### src/rtl/alu_ccr_pkg.sv
package alu_ccr_pkg;

    localparam int DATA_W = 32;
    localparam int OP_W   = 4;
    localparam int SIZE_W = 2;
    localparam int NLANES = 3;

    typedef enum logic [OP_W-1:0] {
        OP_ADD  = 4'd0,
        OP_ADDX = 4'd1,
        OP_SUB  = 4'd2,
        OP_SUBX = 4'd3,
        OP_CMP  = 4'd4,
        OP_NEG  = 4'd5,
        OP_NEGX = 4'd6,
        OP_CLR  = 4'd7,
        OP_ADDA = 4'd8
    } alu_op_e;

    localparam logic [SIZE_W-1:0] SZ_BYTE = 2'd0;
    localparam logic [SIZE_W-1:0] SZ_WORD = 2'd1;

    typedef struct packed {
        logic x;
        logic n;
        logic z;
        logic v;
        logic c;
    } ccr_t;

    typedef struct packed {
        ccr_t ccr;
    } alu_state_t;

endpackage

### src/rtl/alu_lane_add.sv
module alu_lane_add #(
    parameter int W = 8
) (
    input  logic [W-1:0] p_i,
    input  logic [W-1:0] q_i,
    input  logic         cin_i,
    output logic [W-1:0] sum_o,
    output logic         cout_o,
    output logic         ovf_o
);
    logic [W:0] full;

    always_comb begin
        full   = {1'b0, p_i} + {1'b0, q_i} + {{W{1'b0}}, cin_i};
        sum_o  = full[W-1:0];
        cout_o = full[W];
        // signed overflow: both addends share a sign that the sum lost
        ovf_o  = (p_i[W-1] == q_i[W-1]) && (full[W-1] != p_i[W-1]);
    end
endmodule

### src/rtl/alu_size_sel.sv
module alu_size_sel
    import alu_ccr_pkg::*;
#(
    parameter int DW = 32
) (
    input  logic [SIZE_W-1:0]  size_i,
    input  logic [DW-1:0]      dst_i,
    input  logic [DW-1:0]      sum_i  [NLANES],
    input  logic [NLANES-1:0]  cout_i,
    input  logic [NLANES-1:0]  ovf_i,
    output logic [DW-1:0]      merged_o,
    output logic               msb_o,
    output logic               zero_o,
    output logic               cout_o,
    output logic               ovf_o
);
    localparam int BW = DW / 4;
    localparam int WW = DW / 2;

    always_comb begin
        case (size_i)
            SZ_BYTE: begin
                merged_o = {dst_i[DW-1:BW], sum_i[0][BW-1:0]};
                msb_o    = sum_i[0][BW-1];
                zero_o   = (sum_i[0][BW-1:0] == '0);
                cout_o   = cout_i[0];
                ovf_o    = ovf_i[0];
            end
            SZ_WORD: begin
                merged_o = {dst_i[DW-1:WW], sum_i[1][WW-1:0]};
                msb_o    = sum_i[1][WW-1];
                zero_o   = (sum_i[1][WW-1:0] == '0);
                cout_o   = cout_i[1];
                ovf_o    = ovf_i[1];
            end
            default: begin
                merged_o = sum_i[2];
                msb_o    = sum_i[2][DW-1];
                zero_o   = (sum_i[2] == '0);
                cout_o   = cout_i[2];
                ovf_o    = ovf_i[2];
            end
        endcase
    end
endmodule

### src/rtl/alu_ccr_unit.sv
module alu_ccr_unit
    import alu_ccr_pkg::*;
#(
    parameter int DW = DATA_W
) (
    input  logic              clk,
    input  logic              rst_n,
    input  logic              exec_i,
    input  logic [OP_W-1:0]   op_i,
    input  logic [SIZE_W-1:0] size_i,
    input  logic [DW-1:0]     src_i,
    input  logic [DW-1:0]     dst_i,
    output logic [DW-1:0]     res_o,
    output logic [4:0]        ccr_o
);
    localparam int HW = DW / 2;

    alu_state_t st_d, st_q;
    alu_op_e    op;

    logic [DW-1:0]     opnd_p, opnd_q;
    logic              carry_in, is_sub;
    logic [DW-1:0]     lane_sum  [NLANES];
    logic [NLANES-1:0] lane_cout, lane_ovf;
    logic [DW-1:0]     merged;
    logic              s_msb, s_zero, s_cout, s_ovf, flag_c;
    logic [DW-1:0]     addr_src, addr_sum;

    assign op = alu_op_e'(op_i);

    // operand steering: subtraction is p + ~q + !borrow_in
    always_comb begin
        opnd_p   = dst_i;
        opnd_q   = src_i;
        carry_in = 1'b0;
        is_sub   = 1'b0;
        case (op)
            OP_ADDX: carry_in = st_q.ccr.x;
            OP_SUB, OP_CMP: begin
                opnd_q   = ~src_i;
                carry_in = 1'b1;
                is_sub   = 1'b1;
            end
            OP_SUBX: begin
                opnd_q   = ~src_i;
                carry_in = ~st_q.ccr.x;
                is_sub   = 1'b1;
            end
            OP_NEG: begin
                opnd_p   = '0;
                opnd_q   = ~dst_i;
                carry_in = 1'b1;
                is_sub   = 1'b1;
            end
            OP_NEGX: begin
                opnd_p   = '0;
                opnd_q   = ~dst_i;
                carry_in = ~st_q.ccr.x;
                is_sub   = 1'b1;
            end
            OP_CLR: begin
                opnd_p = '0;
                opnd_q = '0;
            end
            default: ;
        endcase
    end

    // one adder per operand size, each with its own carry and overflow
    for (genvar g = 0; g < NLANES; g++) begin : g_lane
        localparam int LW = DW >> (NLANES - 1 - g);
        logic [LW-1:0] sum_w;
        alu_lane_add #(.W(LW)) add_i (
            .p_i    (opnd_p[LW-1:0]),
            .q_i    (opnd_q[LW-1:0]),
            .cin_i  (carry_in),
            .sum_o  (sum_w),
            .cout_o (lane_cout[g]),
            .ovf_o  (lane_ovf[g])
        );
        if (LW < DW) begin : g_pad
            assign lane_sum[g] = {{(DW-LW){1'b0}}, sum_w};
        end else begin : g_full
            assign lane_sum[g] = sum_w;
        end
    end

    alu_size_sel #(.DW(DW)) sel_i (
        .size_i   (size_i),
        .dst_i    (dst_i),
        .sum_i    (lane_sum),
        .cout_i   (lane_cout),
        .ovf_i    (lane_ovf),
        .merged_o (merged),
        .msb_o    (s_msb),
        .zero_o   (s_zero),
        .cout_o   (s_cout),
        .ovf_o    (s_ovf)
    );

    // address add: always full width, narrow sizes sign-extend the low half
    always_comb begin
        if (size_i == SZ_BYTE || size_i == SZ_WORD)
            addr_src = {{(DW-HW){src_i[HW-1]}}, src_i[HW-1:0]};
        else
            addr_src = src_i;
        addr_sum = dst_i + addr_src;
    end

    always_comb begin
        case (op)
            OP_ADD, OP_ADDX, OP_SUB, OP_SUBX,
            OP_NEG, OP_NEGX, OP_CLR: res_o = merged;
            OP_ADDA:                 res_o = addr_sum;
            default:                 res_o = dst_i;
        endcase
    end

    // next-state for the condition codes
    always_comb begin
        st_d   = st_q;
        flag_c = is_sub ? ~s_cout : s_cout;
        if (exec_i) begin
            case (op)
                OP_ADD, OP_SUB, OP_NEG: begin
                    st_d.ccr.x = flag_c;
                    st_d.ccr.n = s_msb;
                    st_d.ccr.z = s_zero;
                    st_d.ccr.v = s_ovf;
                    st_d.ccr.c = flag_c;
                end
                OP_ADDX, OP_SUBX, OP_NEGX: begin
                    st_d.ccr.x = flag_c;
                    st_d.ccr.n = s_msb;
                    st_d.ccr.z = s_zero & st_q.ccr.z;
                    st_d.ccr.v = s_ovf;
                    st_d.ccr.c = flag_c;
                end
                OP_CMP: begin
                    st_d.ccr.n = s_msb;
                    st_d.ccr.z = s_zero;
                    st_d.ccr.v = s_ovf;
                    st_d.ccr.c = flag_c;
                end
                OP_CLR: begin
                    st_d.ccr.n = 1'b0;
                    st_d.ccr.z = 1'b1;
                    st_d.ccr.v = 1'b0;
                    st_d.ccr.c = 1'b0;
                end
                default: ;
            endcase
        end
    end

    always_ff @(posedge clk or negedge rst_n) begin
        if (!rst_n) st_q <= '0;
        else        st_q <= st_d;
    end

    assign ccr_o = st_q.ccr;

endmodule

### config.mk
export PLATFORM = sky130hd
export DESIGN_NAME = alu_ccr_unit
export DESIGN_NICKNAME = d
export VERILOG_FILES = /design/src/rtl/alu_ccr_pkg.sv /design/src/rtl/alu_lane_add.sv /design/src/rtl/alu_size_sel.sv /design/src/rtl/alu_ccr_unit.sv
export SDC_FILE = /design/constraint.sdc
export NUM_CORES = 1
export LEC_CHECK = 0
export BUFFER_PORTS_ARGS = -buffer_cell sky130_fd_sc_hd__buf_2
export CAP_MARGIN = 5
export CORE_UTILIZATION = 55
export DETAILED_ROUTE_END_ITERATION = 10
export GPL_TIMING_DRIVEN = 0
export PLACE_DENSITY = 0.8
export REMOVE_ABC_BUFFERS = 1
export SLEW_MARGIN = 20
export SYNTH_ARGS = -nofsm -noshare
export SYNTH_HDL_FRONTEND = slang
export SYNTH_SLANG_ARGS = --single-unit
### constraint.sdc
create_clock -name clk -period 9.9 [get_ports clk]
set_clock_uncertainty 0.05 [all_clocks]
set_input_delay 0.99 -clock clk [delete_from_list [all_inputs] [get_ports clk]]
set_output_delay 0.99 -clock clk [all_outputs]
set_load 0.01 [all_outputs]
### Word level (Yosys, flattened, before mapping)

Cells that the tools add are included.

| word-level totals | value |
|---|---|
| bits in registers | 5 |
| bits of input ports | 73 |
| output and inout port bits | 37 |

| operators by class | value |
|---|---|
| add/subtract/negate cells | 7 |
| equal/unequal tests | 15 |
| multiplexer cells | 13 |
| bitwise logic cells | 5 |
| reductions and logical operators | 22 |

Operators by type and width:

| cell | number |
|---|---|
| 32-bit one-hot mux with 2 select lines | 2 |
| 32-bit one-hot mux with 3 select lines | 1 |
| 32-bit 2-to-1 mux | 2 |
| 32-bit NOT | 2 |
| 32-bit by 32-bit adder with 33-bit output | 1 |
| 33-bit by 1-bit adder with 33-bit output | 1 |
| 32-bit adder | 1 |
| 32-bit zero test | 1 |
| 16-bit by 16-bit adder with 17-bit output | 1 |
| 17-bit by 1-bit adder with 17-bit output | 1 |
| 4-bit by 3-bit == test with 1-bit output, second input constant | 4 |
| 16-bit zero test | 1 |
| 4-bit one-hot mux with 3 select lines | 1 |
| 3-bit OR reduction | 4 |
| 8-bit by 8-bit adder with 9-bit output | 1 |
| 9-bit by 1-bit adder with 9-bit output | 1 |
| 4-bit by 2-bit == test with 1-bit output, second input constant | 2 |
| 8-bit zero test | 1 |
| 1-bit one-hot mux with 2 select lines | 4 |
| 7-bit OR reduction | 1 |
| 6-bit OR reduction | 1 |
| 5-bit OR reduction | 1 |
| 4-bit by 1-bit == test with 1-bit output, second input constant | 1 |
| 4-bit == test, second input constant | 1 |
| other kinds (15) | 25 |

### Depth between registers and ports, before layout

| logic depth | value |
|---|---|
| depth in word-level cells | 9 |
| mapped depth | 19 |
| gate-level depth less buffers | 17 |

### By module

From an unflattened synthesis, not the netlist that was laid out.

| unflattened totals | value |
|---|---|
| cells, all modules | 992 |
| area, all modules | 6954.2 um^2 |

By module, submodules not included:

| module | instances | cells each | area an instance (um^2) |
|---|---|---|---|
| alu_ccr_unit | 1 | 508 | 3379.5 |
| alu_lane_add at g_lane[2].add_i | 1 | 238 | 1744.2 |
| alu_lane_add at g_lane[1].add_i | 1 | 98 | 775.7 |
| alu_size_sel | 1 | 106 | 718.2 |
| alu_lane_add at g_lane[0].add_i | 1 | 42 | 336.6 |

### Worst setup path after synthesis

No wires, ideal clock.

| timing | value |
|---|---|
| path type | input-to-output |
| from | in op_i[2] |
| to | out res_o[28] |
| arrival time | 4.765 ns |
| slack | 4.095 ns |
| stages on the path | 17 |
| buffers on the path | 3 |
| cells stage by stage | clkbuf_1 mux2i_1 or2_2 clkbuf_1 clkbuf_1 o221ai_1 fa_1 a211oi_1 o211ai_1 and3_1 or3_1 a31oi_1 a21oi_1 nor2_1 a31oi_1 xnor2_1 o221ai_1 |

| on the way | value |
|---|---|
| longest elaborated chain between the ends | 7 |
| elaborated cells on any way between the ends | 22 |
| those cells by class | add/sub: 2; eq/ne: 8; mux: 5; reduce/logical: 7 |

RTL lines:

| element | line | text |
|---|---|---|
| start, declared | alu_ccr_unit.sv:9 | `input logic [OP_W-1:0] op_i,` |
| 4-bit by 2-bit == test with 1-bit output, or another cell as far along | alu_ccr_unit.sv:37, alu_ccr_unit.sv:111 |  |
| 3-bit OR reduction (no line) or 2-bit OR reduction (tied branches) | -- |  |
| 32-bit one-hot mux with 3 select lines or 32-bit 2-to-1 mux (tied branches) | alu_ccr_unit.sv:37 | `case (op)` |
| 32-bit by 32-bit adder with 33-bit output | alu_lane_add.sv:14 | `full = {1'b0, p_i} + {1'b0, q_i} + {{W{1'b0}}, cin_i};` |
| 33-bit by 1-bit adder with 33-bit output | alu_lane_add.sv:14 |  |
| 32-bit one-hot mux with 2 select lines | alu_size_sel.sv:21 | `case (size_i)` |
| 32-bit one-hot mux with 2 select lines * | alu_ccr_unit.sv:111 | `case (op)` |
| end, declared | alu_ccr_unit.sv:13 | `output logic [DW-1:0] res_o,` |

Mark *: on every way between the ends. The rest lies on a longest branch, timed or not.

### Worst setup path in the final report

| timing | value |
|---|---|
| from | in op_i[1] |
| to | out res_o[28] |

Same word-level chain as after synthesis.

==> summary.txt <==
Status
  • Status: completed

Drt
  • Routed WL: around 17000 um
  • Via-to-Cell Ratio: 6.654
  • ANT nets after route: 0
  • 1st-iter DRT viols: 455
  • Vias: 6368
  • 1st-pass router iterations: 5
  • # DRC: 0
  • Wire per inst: 17.46 um

Placement
  • Buffers on Ports: 109
  • Detailed placement HPWL: 13080 um
  • Post-DP Area: 0.005743 mm2
  • DP Worst Slack: 2821 ps
  • Final Wtd Congestion: 1.019

Global route
  • Vias in the first global route: 5879
  • Largest net degree at the start of global routing: 34
  • Initial antenna violation count: 0
  • Total track usage: 0.3336
  • First-pass GRT wire length: 27590 um
  • Global route total overflow: 0

STA
  • Hold Vio Cnt, Final: 0
  • Final cycle utilization of the critical path: 0.6880
  • Final setup violation count: 0
  • Setup ws final: 3089 ps
  • Tightest Pin Transition: about 900 ps
  • Setup TNS: 0 ps
  • Fmax: around 150 MHz
  • Worst slew margin: 0.3874
  • Max Slew Vio Count: 0
  • Crit path time final: 6811 ps
  • RSZ-0062 raised after global routing: no

Critical path
  • Worst setup path category: input pin to output pin
  • Setup slack, reg-to-reg: around 5400 ps
  • Data arrival, critical path: 5770 ps
  • Critical Path RT: 8860 ps
  • Reg2reg start: ccr_o[4]
  • Crit Path Max Fanout: 33
  • Buf+Inv Stages, Crit Path: 3
  • Crit Reg-Reg Endpoint: ccr_o[2]
  • Critical-path cell list: buf_2 -> nor2_1 -> nor3b_1 -> nand2_2 -> o221a_2 -> fa_1 -> inv_1 -> fa_1 -> a211oi_1 -> o211ai_1 -> and3_1 -> or3_1 -> a31oi_1 -> a21oi_1 -> nor2_1 -> a31oi_1 -> xnor2_1 -> o221ai_1 -> buf_2
  • Crit-path slowest cell: nand2_2
  • CP max stage delay: 570 ps
  • Kind of start point of the critical path: input pin
  • CP Capture Type: output pin
  • Worst r2r path cells: 13
  • Top delay family on crit path: simple AND/OR/NAND/NOR gates

Finish
  • # diodes: 0
  • Layout Nets: 985
  • Area delta synth->final: 12.05%
  • Fill cell count: 893
  • Multi-input logic area: 0.004872 mm2
  • Final instance area: a little under 0.006 mm2
  • Number of flip-flops in the largest register: 5
  • Area occupied by registers: 125.1 um2
  • Layout cells sized above 1: 0.1584

Logic synthesis
  • Number of enable flip-flop cells after synthesis: 0
  • Most used DFF post-synth: dfrtp_1
  • Synth Warn #: 0
  • Async S/R FF share, synth: 1.000
  • Yosys reg bits: 5
  • Library cells used by synthesis: 70
  • Cell Area, Synth: 0.005170 mm2
  • Post-synthesis sequential area ratio: 0.02420
  • Post-Syn Instances: 773
  • Synth Area per Inst: 6.688 um2

Pwr
  • Clock power share: 0.070
  • Pwr Density: 95.57 mW/mm2
  • Comb power frac: 0.877
  • Internal: approximately 250 uW
  • P_sw: 304.4 uW
  • Switching Share: 0.5498
  • Post-route total power: 553.6 uW
  • Lkg Pwr: 0.002706 uW
  • Peak supply drop: 60.56 uV
  • Sequential Power Share: 0.053

Clock network
  • Clock Latency Late Sink: 220 ps
  • Clock Sinks: 5
  • Setup bufs post-CTS: 0
  • Worst-path clk slew: 40 ps
  • Root buffer cell: clkbuf_8
  • Hold-fix buffers, CTS: 0
  • Maximum root-to-sink buffer count: 2
  • CTS buffer count: 3
  • CTS tree: done
  • Post-CTS sizing: 0
  • H-tree depth: 1

Min path
  • HP Class: flip-flop to flip-flop
  • Hold Crit Depth: 2
  • Hold path start: ccr_o[1]
  • Worst Hold Path EP: ccr_o[1]

Floorplan
  • IO Pins: 110
  • Die Y: 98.96 um
  • Chip width: roughly 100 um
  • DIE AREA: slightly below 0.01 mm2
  • CORE AREA: 0.009153 mm2
  • Rows: 35
  • Starting density of the core: 0.5649

Job
  • Max cap viols: 0
[cells in the mapped netlist, drive strengths merged (4+ instances only)]
library cell | instances | share of area
o211ai | 10 | 0.015
dfrtp | 5 | 0.024
xor2 | 30 | 0.051
a211o | 4 | 0.0068
a31oi | 8 | 0.0097
ha | 62 | 0.15
o21a | 12 | 0.017
nor3 | 6 | 0.0058
a21oi | 63 | 0.061
inv | 9 | 0.0065
nand2b | 16 | 0.019
nor2 | 45 | 0.033
o31ai | 7 | 0.010
clkbuf | 36 | 0.026
nand2 | 127 | 0.092
o21bai | 5 | 0.0073
buf | 6 | 0.0051
nand4 | 10 | 0.012
or3 | 7 | 0.0094
and2 | 36 | 0.044
a21boi | 6 | 0.0087
and3 | 9 | 0.011
o221ai | 44 | 0.075
a22oi | 13 | 0.019
a21o | 21 | 0.030
mux2i | 5 | 0.0097
nor2b | 13 | 0.016
a211oi | 13 | 0.019
o21ai | 60 | 0.059
nand3 | 14 | 0.014
xnor2 | 23 | 0.040
[area by class of cell]
class / count / area share
clock buffers: 4 / 0.007775
well taps: 111 / 0.02397
inverters: 9 / 0.005832
repair buffers: 111 / 0.09978
flip-flops and latches: 5 / 0.02160
multi-input cells: 717 / 0.8410
[logic make-up after synthesis]
family / count (synthesis) / synth area share
xor+xnor: 53 / 0.09124
simple gates: 300 / 0.2868
compound gates: 292 / 0.3846
fa+ha+maj: 66 / 0.1636
flops: 5 / 0.02420
mux: 6 / 0.01186
buf+inv: 51 / 0.03775
[worst max path at each step]
stage                  from         to  depth (start not counted)
finish              op_i[1]  res_o[28]                         19
CTS                 op_i[1]  res_o[28]                         19
global route        op_i[1]  res_o[28]                         19
floorplan           op_i[1]  res_o[28]                         17
global placement    op_i[2]  res_o[28]                         16
detailed placement  op_i[1]  res_o[28]                         19
[placed cells by master, fill, tap and decap left out, types with 14 or more instances in the layout]
master	instances
nand2_1	126
buf_2	110
a21oi_1	63
ha_1	62
o21ai_0	59
nor2_1	44
o221ai_1	44
and2_1	36
xor2_1	30
xnor2_1	22
a21o_1	21
nand2b_1	16
nand3_1	14
[layer usage]
metal  share of wire  GRT usage  vias up
met3           0.054    0.02199       29
li1                -          -     3072
met5               0          0        -
met4           0.016    0.07118        0
met2            0.47     0.5836      242
met1            0.46     0.4482     3025
[per-stage QoR]
step	util	hold WS [ps]	cells
after floorplan	-	461.8	731
after global placement	0.6220	424.0	951
after detailed placement	0.6275	426.3	953
final	0.6329	433.4	957
after CTS	0.6324	432.9	957
after global routing	0.6329	483.9	957
[power groups by stage]
stage	Clock, uW	Combinational, uW	Sequential [uW]
after global placement	0	458	28.8
after detailed placement	0	472	29.4
final	38.6	486	29.5
after global routing	40.7	532	29.8
after CTS	38.9	475	29.2
after floorplan	0	335	31.1
[worst min-delay path: cells and delay by family (launching register included)]
| family | cells | cell delay [ps] |
|---|---|---|
| DFF | 1 | 330 |
| AOI/OAI and AO/OA | 1 | 60 |
| and+or+nand+nor | 1 | 50 |
(Power assumes the default switching activity.)
